File: src/rtl/sw_tlb_pkg.sv
package sw_tlb_pkg;

  localparam int REG_AW = 8;

  localparam logic [REG_AW-1:0] A_CTRL   = 8'h00;
  localparam logic [REG_AW-1:0] A_LOCK   = 8'h04;
  localparam logic [REG_AW-1:0] A_TAG    = 8'h08;
  localparam logic [REG_AW-1:0] A_DATA   = 8'h0C;
  localparam logic [REG_AW-1:0] A_LOAD   = 8'h10;
  localparam logic [REG_AW-1:0] A_FLUSH1 = 8'h14;
  localparam logic [REG_AW-1:0] A_ISTAT  = 8'h18;
  localparam logic [REG_AW-1:0] A_IEN    = 8'h1C;
  localparam logic [REG_AW-1:0] A_FAULT  = 8'h20;
  localparam logic [REG_AW-1:0] A_TTB    = 8'h24;
  localparam logic [REG_AW-1:0] A_SWEEP  = 8'h60;

  localparam int LOCK_BASE_LSB = 8;

  typedef enum logic [1:0] {
    PG_1M  = 2'd0,
    PG_64K = 2'd1,
    PG_4K  = 2'd2,
    PG_16M = 2'd3
  } pgsz_e;

  // full slot contents, as held in the store
  typedef struct packed {
    logic        vld;
    logic        keep;
    pgsz_e       sz;
    logic [19:0] vtag;
    logic [19:0] ptag;
    logic        endn;
    logic [1:0]  esz;
    logic        mix;
  } slot_t;

  // fields the lookup path needs
  typedef struct packed {
    logic        vld;
    pgsz_e       sz;
    logic [19:0] vtag;
    logic [19:0] ptag;
    logic        endn;
    logic [1:0]  esz;
    logic        mix;
  } look_t;

  // significant tag bits for a page size
  function automatic logic [19:0] tag_mask(pgsz_e sz);
    case (sz)
      PG_4K:   return 20'hFFFFF;
      PG_64K:  return 20'hFFFF0;
      PG_1M:   return 20'hFFF00;
      default: return 20'hFF000;
    endcase
  endfunction

endpackage

File: src/rtl/sw_tlb_ctrl.sv
module sw_tlb_ctrl
  import sw_tlb_pkg::*;
#(
  parameter  int ENTRIES = 32,
  localparam int IDX_W   = $clog2(ENTRIES)
) (
  input  logic              clk,
  input  logic              rst_n,
  input  logic              reg_wr_i,
  input  logic [REG_AW-1:0] reg_addr_i,
  input  logic [31:0]       reg_wdata_i,
  output logic [31:0]       reg_rdata_o,
  input  logic              miss_i,
  input  logic [31:0]       miss_addr_i,
  output logic              xlat_en_o,
  output slot_t             stg_o,
  output logic [IDX_W-1:0]  victim_o,
  output logic              load_o,
  output logic              flush1_o,
  output logic              sweep_o,
  output logic              irq_o
);

  localparam logic [IDX_W-1:0] LAST = IDX_W'(ENTRIES - 1);

  logic             en_q,    en_n;
  logic [IDX_W-1:0] base_q,  base_n;
  logic [IDX_W-1:0] vic_q,   vic_n;
  logic [31:0]      tag_q,   tag_n;
  logic [31:0]      dat_q,   dat_n;
  logic             ien_q,   ien_n;
  logic             stat_q,  stat_n;
  logic [31:0]      fault_q, fault_n;
  logic [31:0]      ttb_q,   ttb_n;
  logic [IDX_W-1:0] wr_base, wr_vic;

  function automatic logic hit_addr(logic [REG_AW-1:0] a);
    return reg_wr_i && (reg_addr_i == a);
  endfunction

  assign load_o   = hit_addr(A_LOAD)   && reg_wdata_i[0];
  assign flush1_o = hit_addr(A_FLUSH1) && reg_wdata_i[0];
  assign sweep_o  = hit_addr(A_SWEEP);

  // next state
  always_comb begin
    en_n    = en_q;
    base_n  = base_q;
    vic_n   = vic_q;
    tag_n   = tag_q;
    dat_n   = dat_q;
    ien_n   = ien_q;
    stat_n  = stat_q;
    fault_n = fault_q;
    ttb_n   = ttb_q;
    wr_base = reg_wdata_i[LOCK_BASE_LSB +: IDX_W];
    wr_vic  = reg_wdata_i[IDX_W-1:0];
    if (wr_base > LAST) wr_base = LAST;
    if (wr_vic  > LAST) wr_vic  = LAST;
    if (wr_vic < wr_base) wr_vic = wr_base;

    if (hit_addr(A_CTRL)) en_n  = reg_wdata_i[0];
    if (hit_addr(A_TAG))  tag_n = reg_wdata_i;
    if (hit_addr(A_DATA)) dat_n = reg_wdata_i;
    if (hit_addr(A_IEN))  ien_n = reg_wdata_i[0];
    if (hit_addr(A_TTB))  ttb_n = {reg_wdata_i[31:7], 7'd0};

    if (hit_addr(A_LOCK)) begin
      base_n = wr_base;
      vic_n  = wr_vic;
    end else if (load_o) begin
      vic_n = (vic_q == LAST) ? base_q : vic_q + 1'b1;
    end

    if (hit_addr(A_ISTAT) && reg_wdata_i[0]) stat_n = 1'b0;
    if (miss_i) begin
      stat_n  = 1'b1;
      fault_n = miss_addr_i;
    end
  end

  // state registers
  always_ff @(posedge clk or negedge rst_n) begin
    if (!rst_n) begin
      en_q    <= 1'b0;
      base_q  <= '0;
      vic_q   <= '0;
      tag_q   <= '0;
      dat_q   <= '0;
      ien_q   <= 1'b0;
      stat_q  <= 1'b0;
      fault_q <= '0;
      ttb_q   <= '0;
    end else begin
      en_q    <= en_n;
      base_q  <= base_n;
      vic_q   <= vic_n;
      tag_q   <= tag_n;
      dat_q   <= dat_n;
      ien_q   <= ien_n;
      stat_q  <= stat_n;
      fault_q <= fault_n;
      ttb_q   <= ttb_n;
    end
  end

  // read mux
  always_comb begin
    reg_rdata_o = '0;
    case (reg_addr_i)
      A_CTRL:  reg_rdata_o[0] = en_q;
      A_LOCK: begin
        reg_rdata_o[IDX_W-1:0]                = vic_q;
        reg_rdata_o[LOCK_BASE_LSB +: IDX_W]   = base_q;
      end
      A_TAG:   reg_rdata_o = tag_q;
      A_DATA:  reg_rdata_o = dat_q;
      A_ISTAT: reg_rdata_o[0] = stat_q;
      A_IEN:   reg_rdata_o[0] = ien_q;
      A_FAULT: reg_rdata_o = fault_q;
      A_TTB:   reg_rdata_o = ttb_q;
      default: reg_rdata_o = '0;
    endcase
  end

  always_comb begin
    stg_o.vld  = tag_q[2];
    stg_o.keep = tag_q[3];
    stg_o.sz   = pgsz_e'(tag_q[1:0]);
    stg_o.vtag = tag_q[31:12];
    stg_o.ptag = dat_q[31:12];
    stg_o.endn = dat_q[9];
    stg_o.esz  = dat_q[8:7];
    stg_o.mix  = dat_q[6];
  end

  assign xlat_en_o = en_q;
  assign victim_o  = vic_q;
  assign irq_o     = stat_q & ien_q;


  victim_range_chk: assert property (@(posedge clk) disable iff (!rst_n)
    (vic_q >= base_q) && (vic_q <= LAST));


  miss_latch_chk: assert property (@(posedge clk) disable iff (!rst_n)
    miss_i |=> stat_q && (fault_q == $past(miss_addr_i)));


  ack_clear_chk: assert property (@(posedge clk) disable iff (!rst_n)
    (hit_addr(A_ISTAT) && reg_wdata_i[0] && !miss_i) |=> !stat_q);

endmodule

File: src/rtl/sw_tlb_store.sv
module sw_tlb_store
  import sw_tlb_pkg::*;
#(
  parameter  int ENTRIES = 32,
  localparam int IDX_W   = $clog2(ENTRIES)
) (
  input  logic                     clk,
  input  logic                     rst_n,
  input  logic                     load_i,
  input  logic [IDX_W-1:0]         victim_i,
  input  slot_t                    stg_i,
  input  logic                     flush1_i,
  input  logic                     sweep_i,
  output look_t [ENTRIES-1:0]      look_o
);

  logic [ENTRIES-1:0] vld_v;
  logic [ENTRIES-1:0] keep_v;

  for (genvar g = 0; g < ENTRIES; g++) begin : g_slot
    slot_t cur_q, cur_n;
    logic  tgt_match;

    assign tgt_match = cur_q.vld && (cur_q.sz == stg_i.sz) &&
                       (((cur_q.vtag ^ stg_i.vtag) & tag_mask(cur_q.sz)) == 20'd0);

    always_comb begin
      cur_n = cur_q;
      if (load_i && (victim_i == IDX_W'(g))) cur_n = stg_i;
      if (flush1_i && tgt_match)             cur_n.vld = 1'b0;
      if (sweep_i && !cur_q.keep)            cur_n.vld = 1'b0;
    end

    always_ff @(posedge clk or negedge rst_n) begin
      if (!rst_n) cur_q <= '0;
      else        cur_q <= cur_n;
    end

    assign vld_v[g]  = cur_q.vld;
    assign keep_v[g] = cur_q.keep;

    always_comb begin
      look_o[g].vld  = cur_q.vld;
      look_o[g].sz   = cur_q.sz;
      look_o[g].vtag = cur_q.vtag;
      look_o[g].ptag = cur_q.ptag;
      look_o[g].endn = cur_q.endn;
      look_o[g].esz  = cur_q.esz;
      look_o[g].mix  = cur_q.mix;
    end
  end


  load_commit_chk: assert property (@(posedge clk) disable iff (!rst_n)
    load_i |=> (vld_v[$past(victim_i)] == $past(stg_i.vld)));


  sweep_clear_chk: assert property (@(posedge clk) disable iff (!rst_n)
    sweep_i |=> ((vld_v & ~keep_v) == '0));


  sweep_keep_chk: assert property (@(posedge clk) disable iff (!rst_n)
    sweep_i |=> ((vld_v & keep_v) == $past(vld_v & keep_v)));

endmodule

File: src/rtl/sw_tlb_match.sv
module sw_tlb_match
  import sw_tlb_pkg::*;
#(
  parameter  int ENTRIES = 32,
  localparam int IDX_W   = $clog2(ENTRIES)
) (
  input  logic                clk,
  input  logic                rst_n,
  input  logic                req_i,
  input  logic [31:0]         vaddr_i,
  input  logic                xlat_en_i,
  input  look_t [ENTRIES-1:0] look_i,
  output logic                miss_o,
  output logic                rsp_valid_o,
  output logic                rsp_hit_o,
  output logic [31:0]         rsp_paddr_o,
  output logic                rsp_endn_o,
  output logic [1:0]          rsp_esz_o,
  output logic                rsp_mix_o
);

  logic [ENTRIES-1:0] hit_v;
  logic [IDX_W-1:0]   idx;
  logic               any;
  look_t              win;
  logic [31:0]        low_m;
  logic [31:0]        pa;

  logic        val_q,  val_n;
  logic        hit_q,  hit_n;
  logic [31:0] pa_q,   pa_n;
  logic        endn_q, endn_n;
  logic [1:0]  esz_q,  esz_n;
  logic        mix_q,  mix_n;

  for (genvar g = 0; g < ENTRIES; g++) begin : g_cmp
    assign hit_v[g] = look_i[g].vld &&
      (((look_i[g].vtag ^ vaddr_i[31:12]) & tag_mask(look_i[g].sz)) == 20'd0);
  end

  // lowest slot wins: scan from the top so the lowest hit is written last
  always_comb begin
    idx = '0;
    any = 1'b0;
    for (int k = ENTRIES - 1; k >= 0; k--) begin
      if (hit_v[k]) begin
        idx = IDX_W'(k);
        any = 1'b1;
      end
    end
  end

  always_comb begin
    win   = look_i[idx];
    low_m = {~tag_mask(win.sz), 12'hFFF};
    pa    = ({win.ptag, 12'd0} & ~low_m) | (vaddr_i & low_m);
  end

  assign miss_o = req_i && xlat_en_i && !any;

  // next response; payload register enabled only on a request
  always_comb begin
    val_n  = req_i;
    hit_n  = hit_q;
    pa_n   = pa_q;
    endn_n = endn_q;
    esz_n  = esz_q;
    mix_n  = mix_q;
    if (req_i) begin
      if (!xlat_en_i) begin
        hit_n  = 1'b1;
        pa_n   = vaddr_i;
        endn_n = 1'b0;
        esz_n  = 2'd0;
        mix_n  = 1'b0;
      end else if (any) begin
        hit_n  = 1'b1;
        pa_n   = pa;
        endn_n = win.endn;
        esz_n  = win.esz;
        mix_n  = win.mix;
      end else begin
        hit_n  = 1'b0;
        pa_n   = '0;
        endn_n = 1'b0;
        esz_n  = 2'd0;
        mix_n  = 1'b0;
      end
    end
  end

  always_ff @(posedge clk or negedge rst_n) begin
    if (!rst_n) begin
      val_q  <= 1'b0;
      hit_q  <= 1'b0;
      pa_q   <= '0;
      endn_q <= 1'b0;
      esz_q  <= 2'd0;
      mix_q  <= 1'b0;
    end else begin
      val_q  <= val_n;
      hit_q  <= hit_n;
      pa_q   <= pa_n;
      endn_q <= endn_n;
      esz_q  <= esz_n;
      mix_q  <= mix_n;
    end
  end

  assign rsp_valid_o = val_q;
  assign rsp_hit_o   = hit_q;
  assign rsp_paddr_o = pa_q;
  assign rsp_endn_o  = endn_q;
  assign rsp_esz_o   = esz_q;
  assign rsp_mix_o   = mix_q;


  passthru_chk: assert property (@(posedge clk) disable iff (!rst_n)
    (req_i && !xlat_en_i) |=> (rsp_hit_o && (rsp_paddr_o == $past(vaddr_i))));


  miss_rsp_chk: assert property (@(posedge clk) disable iff (!rst_n)
    miss_o |=> (rsp_valid_o && !rsp_hit_o));


  rsp_timing_chk: assert property (@(posedge clk) disable iff (!rst_n)
    rsp_valid_o |-> $past(req_i));

endmodule

File: src/rtl/sw_tlb.sv
module sw_tlb
  import sw_tlb_pkg::*;
#(
  parameter  int ENTRIES = 32,
  localparam int IDX_W   = $clog2(ENTRIES)
) (
  input  logic        clk,
  input  logic        rst_n,
  input  logic        reg_wr,
  input  logic [7:0]  reg_addr,
  input  logic [31:0] reg_wdata,
  output logic [31:0] reg_rdata,
  input  logic        lk_req,
  input  logic [31:0] lk_vaddr,
  output logic        lk_rsp_valid,
  output logic        lk_hit,
  output logic [31:0] lk_paddr,
  output logic        lk_endian,
  output logic [1:0]  lk_elem_sz,
  output logic        lk_mixed,
  output logic        irq
);

  logic                xlat_en;
  slot_t               stg;
  logic [IDX_W-1:0]    victim;
  logic                load, flush1, sweep;
  logic                miss;
  look_t [ENTRIES-1:0] look;

  sw_tlb_ctrl #(.ENTRIES(ENTRIES)) u_ctrl (
    .clk         (clk),
    .rst_n       (rst_n),
    .reg_wr_i    (reg_wr),
    .reg_addr_i  (reg_addr),
    .reg_wdata_i (reg_wdata),
    .reg_rdata_o (reg_rdata),
    .miss_i      (miss),
    .miss_addr_i (lk_vaddr),
    .xlat_en_o   (xlat_en),
    .stg_o       (stg),
    .victim_o    (victim),
    .load_o      (load),
    .flush1_o    (flush1),
    .sweep_o     (sweep),
    .irq_o       (irq)
  );

  sw_tlb_store #(.ENTRIES(ENTRIES)) u_store (
    .clk      (clk),
    .rst_n    (rst_n),
    .load_i   (load),
    .victim_i (victim),
    .stg_i    (stg),
    .flush1_i (flush1),
    .sweep_i  (sweep),
    .look_o   (look)
  );

  sw_tlb_match #(.ENTRIES(ENTRIES)) u_match (
    .clk         (clk),
    .rst_n       (rst_n),
    .req_i       (lk_req),
    .vaddr_i     (lk_vaddr),
    .xlat_en_i   (xlat_en),
    .look_i      (look),
    .miss_o      (miss),
    .rsp_valid_o (lk_rsp_valid),
    .rsp_hit_o   (lk_hit),
    .rsp_paddr_o (lk_paddr),
    .rsp_endn_o  (lk_endian),
    .rsp_esz_o   (lk_elem_sz),
    .rsp_mix_o   (lk_mixed)
  );

endmodule

File: config.mk
export PLATFORM = sky130hd
export DESIGN_NAME = sw_tlb
export DESIGN_NICKNAME = d
export VERILOG_FILES = /design/src/rtl/sw_tlb_pkg.sv /design/src/rtl/sw_tlb_ctrl.sv /design/src/rtl/sw_tlb_store.sv /design/src/rtl/sw_tlb_match.sv /design/src/rtl/sw_tlb.sv
export SDC_FILE = /design/constraint.sdc
export NUM_CORES = 2
export LEC_CHECK = 0
export BUFFER_PORTS_ARGS = -buffer_cell sky130_fd_sc_hd__buf_2
export CAP_MARGIN = 0
export CORE_ASPECT_RATIO = 1.2
export CORE_MARGIN = 2
export CORE_UTILIZATION = 42
export CTS_BUF_LIST = sky130_fd_sc_hd__clkbuf_4
export CTS_CLUSTER_DIAMETER = 50
export DETAILED_ROUTE_END_ITERATION = 6
export HOLD_SLACK_MARGIN = 0.06
export PLACE_DENSITY = 0.68
export SKIP_LAST_GASP = 1
export SYNTH_ARGS = -nofsm -noshare
export SYNTH_HDL_FRONTEND = slang
export SYNTH_SLANG_ARGS = --single-unit
export TNS_END_PERCENT = 50
File: constraint.sdc
create_clock -name clk -period 5 [get_ports clk]
set_input_delay 0.5 -clock clk [delete_from_list [all_inputs] [get_ports clk]]
set_output_delay 0.5 -clock clk [all_outputs]
set_load 0.05 [all_outputs]
# Word level (Yosys, flattened, before mapping)
# Cells that the tools add are included.
# op_classes
addsub	1
n_lt_le_gt_ge	4
eq_ne	139
n_mux	218
bitwise	134
reduce_logical	373
# ops
operator	n
$mux 48	32
$and 20x20->20	64
$logic_not 20->1	64
$xor 20x20->20	64
$pmux 12 s3	33
$bmux 47 s5	1
$logic_and 1x1->1	207
$mux 5	38
$mux 1	104
$reduce_bool 3->1	32
$eq 5x5->1 const B	16
$pmux 19 s4	1
$eq 2x1->1 const B	33
$eq 2x2->1 const B	33
$logic_not 2->1	33
$and 32x32->32	2
$eq 2x2->1	32
$mux 32	2
$mux 46	1
$eq 5x4->1 const B	8
$logic_not 1->1	33
$eq 8x5->1 const B	4
$not 32->32	1
$or 32x32->32	1
other kinds (21)	30
# totals
register_bits	1708
inputBits	76
elab_cells	1140

# Longest topological paths before layout
# depth
depth_word	47
depth_mapped	25
depth_no_buf	20

# Modules after synthesis
# A second synthesis with hierarchy kept.
# unflattened
hier_cells	9495
hier_area_um2	104997.0
# modules_own_cells
module	instances	cells_each	area_per_inst_um2
sw_tlb_store	1	6175	78202.5
sw_tlb_match	1	2772	19718.9
sw_tlb_ctrl	1	548	7075.5

# Least setup slack after synthesis
# No wires, ideal clock.
# synth_timing
path_kind	input port to flip-flop
startpoint	in lk_vaddr[14]
endpoint	reg u_match.pa_q[21] (netlist: u_match.rsp_paddr_o[21])
arrival_time_ps	4716
required_time_ps	4877
setup_slack_ps	161
stages	25
path_cell_list	buf_2 -> buf_6 -> buf_4 -> buf_4 -> xor2_1 -> o41a_1 -> nor2_1 -> nand3_1 -> nor2b_1 -> a211oi_1 -> o21ai_0 -> a21oi_1 -> buf_4 -> buf_2 -> mux2i_1 -> mux2i_1 -> mux2i_1 -> mux2i_1 -> mux2_2 -> ha_1 -> nor2b_1 -> nand2_1 -> a31oi_1 -> nand3_1 -> o221a_2
# synth_via
elab_chain_cells	46
word_cells_on_any_way	205
cone_classes	eq/ne (2); mux (69); bitwise (69); reduce/logical (65)
# synth_lines
element	line	source
start: declaration	sw_tlb.sv:14	input logic [31:0] lk_vaddr,
$xor 20x20->20	sw_tlb_match.sv:38	(((look_i[g].vtag ^ vaddr_i[31:12]) & tag_mask(look_i[g].sz)) == 20'd0);
$and 20x20->20	sw_tlb_match.sv:38	
$logic_not 20->1	sw_tlb_match.sv:38	
$logic_and 1x1->1	sw_tlb_match.sv:37	assign hit_v[g] = look_i[g].vld &&
$mux 5 (32 in series)	sw_tlb_match.sv:46	if (hit_v[k]) begin
$bmux 47 s5	sw_tlb_match.sv:54	win = look_i[idx];
$mux 46 (implied by the code)	sw_tlb_match.sv:54	
$eq 2x1->1, or another cell as far along	sw_tlb_pkg.sv:51	case (sz)
$pmux 12 s3	sw_tlb_pkg.sv:51	
$not 20->20	sw_tlb_match.sv:55	low_m = {~tag_mask(win.sz), 12'hFFF};
$not 32->32	sw_tlb_match.sv:56	pa = ({win.ptag, 12'd0} & ~low_m) | (vaddr_i & low_m);
$and 32x32->32	sw_tlb_match.sv:56	
$or 32x32->32	sw_tlb_match.sv:56	
$mux 32 *	sw_tlb_match.sv:76	end else if (any) begin
$mux 32 *	sw_tlb_match.sv:70	if (!xlat_en_i) begin
end signal: assignment	sw_tlb_match.sv:103	pa_q <= pa_n;
end: declaration	sw_tlb_match.sv:31	logic [31:0] pa_q, pa_n;
# Mark *: on every way between the ends. The rest lies on a longest branch, timed or not. The select of a mux whose other input is x is not followed.
# A chain may end at the register's enable or synchronous reset.

# Worst setup path after layout
# layout_timing
startpoint	in reg_addr[6]
endpoint	out reg_rdata[17]
# layout_via
elab_chain_cells	2
word_cells_on_any_way	5
cone_classes	eq/ne (4); mux (1)
# layout_lines
element	line	source
start: declaration	sw_tlb.sv:10	input logic [7:0] reg_addr,
$eq 8x6->1 / $eq 8x4->1 (equally long branches)	sw_tlb_ctrl.sv:110	case (reg_addr_i)
$pmux 19 s4 *	sw_tlb_ctrl.sv:110	
end: declaration	sw_tlb.sv:12	output logic [31:0] reg_rdata,
# Mark *: on every way between the ends. The rest lies on a longest branch, timed or not.

==> metrics.txt <==
post-synthesis cell type with the largest combined area dfrtp_1; crit path time final 5.01 ns; CP Class in -> out; Mapped Cells 7,828; crit-path max FO 14; top post-synthesis cells by count 1,708 x dfrtp_1, 1,617 x mux2_2, 674 x xor2_1; area occupied by multi-input gates 0.0467 mm2; initial core utilization 42.2%; vias 69,400; Worst Path Required 4.50 ns; Switching Fraction 27.2%; FF-to-FF setup slack 0.10 ns; cell area after layout 0.107 mm2; Reg2Reg Depth 19; Startpoint Class primary input; Synth cell types 97; Pwr Density 265 mW/mm2; worst hold path endpoint u_ctrl.base_q[1]; top-area cell type share of the netlist area 46.3%; worst r2r dst u_match.rsp_paddr_o[28]; fillers 19,300; initial antenna violation count 17; layout cells sized above 1 36.3%; CP arrival 4.51 ns; Die W 432 um; hold_sp reg_wdata[9]; sw power 7.73 mW; Synth Area per Inst 11.8 um2; failing checks setup timing; grt ovf 0; H-tree depth 5; final setup fails 1; CTS tree yes; total track usage 28.8%; initial drt markers 5,835; dominant cells by area after synthesis dfrtp_1 46%, mux2_2 20%, xor2_1 6.4%; worst min path class in -> reg; DRT Wirelength 325,000 um; Reg area 0.0428 mm2; hold depth 4; Reg clk slew, reported paths 0.06 ns; Seq cells post-synth 1,708; antenna violation net count after detailed routing 0; placer congestion estimate 0.991; RSZ-0062 raised after global routing true; fin. max-slew vios 0; outcome finished with violations; worst slew pin tran 1.34 ns; cell-internal power 20.7 mW; Final Cycle Share 100%; Net Count, Synth 7,980; wire per inst 27.8 um; Row Count 188; Post-DP Area 0.100 mm2; Seq/Total Area, Yosys 46.3%; most common cell in the netlist dfrtp_1; Max-Cap Viols 0; Post-synth EDFFs 0; Clock Latency Late Sink 1.55 ns; dpl hpwl 218,000 um; dpl ws -0.694 ns; Synth Flop Type dfrtp_1; Comb pwr share 7.7%; post-route DRC violation count 0; CTS Root Cell clkbuf_4; relative max-transition margin 10.9%; Sink Count 1,708; Synth async-reset ratio 100%; final hold vios 0; Peak Freq 0.199 GHz; Post-Syn Area 0.0922 mm2; full die area 0.223 mm2; YS warnings 0; Worst R2R Start u_store.look_o[1340]; area added between synthesis and finish 16.0%; vias in the first global route 72,100; CTS buffer count 450; peak supply drop 276 uV; LEAKAGE 52.3 nW; setup ws final -0.0130 ns; Critical Path End Type output pin; Vias/cell 5.92; Reg power frac 50.6%; first-pass GRT wire length 477,000 um; final clock skew 0.243 ns; Clk pwr share 41.7%; Nets 8,725; Core Box Area 0.219 mm2; num ports 147; TritonRoute pass-1 iters 5; Die Y-Extent 517 um; pin count of the biggest net entering global routing 181; clock tree buffer depth 4; IO buf count 146
-- placed cells by master, fill, tap and decap left out, types with 34 or more instances in the layout --
cell type      instances
nor2_1               108
buf_2                131
dfrtp_1             1683
nor4_1               124
mux2_2              1615
nand2_1              363
a41oi_1               41
o22ai_1               48
o21ai_0              170
nand4_1              137
o41ai_1               44
mux2i_1              370
buf_4                575
a31oi_1               35
a22oi_1               42
buf_12                95
xnor2_1              670
clkbuf_4             647
a211oi_1              48
ha_1                  74
nand3_1              161
xor2_1               674
nor3_1               107
and3_1                37
a21oi_1               98
clkinv_1              79
dlygate4sd3_1        149
inv_1                 67
nor2b_1               34
-- metrics by stage --
| step | hold slack (ns) | total power [mW] | util [%] | instances | TNS, ns |
|---|---|---|---|---|---|
| 3_3_place_gp | 0.464 | 16.6 | 45.8 | 10800 | -10.95 |
| 6_report | 0.153 | 28.4 | 49.0 | 11700 | -0.0130 |
| 5_1_grt | 0.168 | 29.5 | 49.0 | 11700 | -0.118 |
| 3_5_place_dp | 0.468 | 16.6 | 45.8 | 10800 | -11.72 |
| 4_1_cts | 0.0635 | 28.6 | 48.9 | 11700 | 0 |
| 2_1_floorplan | 0.204 | 15.5 | - | 7828 | 0 |
-- area by class of cell --
class | instances | area share (%)
clock inverter | 94 | 0.373
sequential | 1708 | 40.0
clock buffer | 647 | 4.54
multi-input combinational | 5392 | 43.6
tap | 2850 | 3.33
timing repair buffer | 954 | 7.88
inverter | 67 | 0.235
antenna | 6 | 0.0140
-- repair_timing --
| item | in CTS | in global routing |
|---|---|---|
| setup buffers | 0 | 6 |
| resized for setup | 3 | 23 |
| pin swaps | 0 | 11 |
| endpoints found under the setup margin | 10 | 18 |
| hold buffers | 150 | 0 |
| hold endpoints to repair | 1596 | 0 |
-- logic make-up (layout without fill, tap and decap cells) --
group           Yosys count  count (layout)  share of synthesized area (%)
xor+xnor               1344            1344                           12.8
compound gates          742             742                           5.67
mux                    1989            1989                           23.8
buf+inv                 728            1762                           3.51
other cells               0               6                              0
simple gates           1241            1241                           6.89
flops                  1708            1708                           46.3
fa+ha+maj                76              76                           1.03
-- how the worst max path moves through the flow --
stage / from / end
2_1_floorplan: lk_vaddr[14] / u_match.rsp_paddr_o[21]
3_3_place_gp: lk_vaddr[14] / u_match.rsp_paddr_o[18]
3_5_place_dp: lk_vaddr[14] / u_match.rsp_paddr_o[18]
4_1_cts: u_store.look_o[607] / u_match.rsp_paddr_o[23]
5_1_grt: u_store.look_o[1340] / u_match.rsp_paddr_o[13]
6_report: reg_addr[6] / reg_rdata[17]
-- routing by layer --
| metal | part of all wire [%] | global-route usage, % | vias up |
|---|---|---|---|
| met5 | 0.031 | 0 | - |
| met4 | 7.1 | 18.2 | 16 |
| met3 | 8.0 | 6.15 | 1052 |
| met2 | 47 | 47.1 | 3191 |
| met1 | 38 | 34.5 | 35600 |
| li1 | - | - | 29500 |
-- power by group through the flow --
stage          registers, mW  logic, mW  clock network [mW]
3_3_place_gp            14.6       2.01                   0
3_5_place_dp            14.6       2.05                   0
4_1_cts                 14.3       2.16                12.1
2_1_floorplan           14.4       1.11                   0
5_1_grt                 14.3       2.33                12.8
6_report                14.4       2.19                11.9
-- state kept, by name (all words and copies together), names as in the netlist, 2 cells and up --
signal,flops
u_store.g_slot.cur_q,32
u_match.rsp_esz_o,2
u_ctrl.base_q,5
u_ctrl.dat_q,32
u_ctrl.fault_q,32
u_ctrl.tag_q,32
u_match.rsp_paddr_o,32
u_ctrl.ttb_q,25
u_store.look_o,1504
u_ctrl.victim_o,5
-- critical path: stages --
cell           delay, ns
dlygate4sd3_1       0.54
buf_2               0.15
dlygate4sd3_1       0.57
nor4_1              0.50
nand3_2             0.62
o21ai_0             1.16
buf_2               0.43
Note: power is estimated with default switching activity, not from simulation.
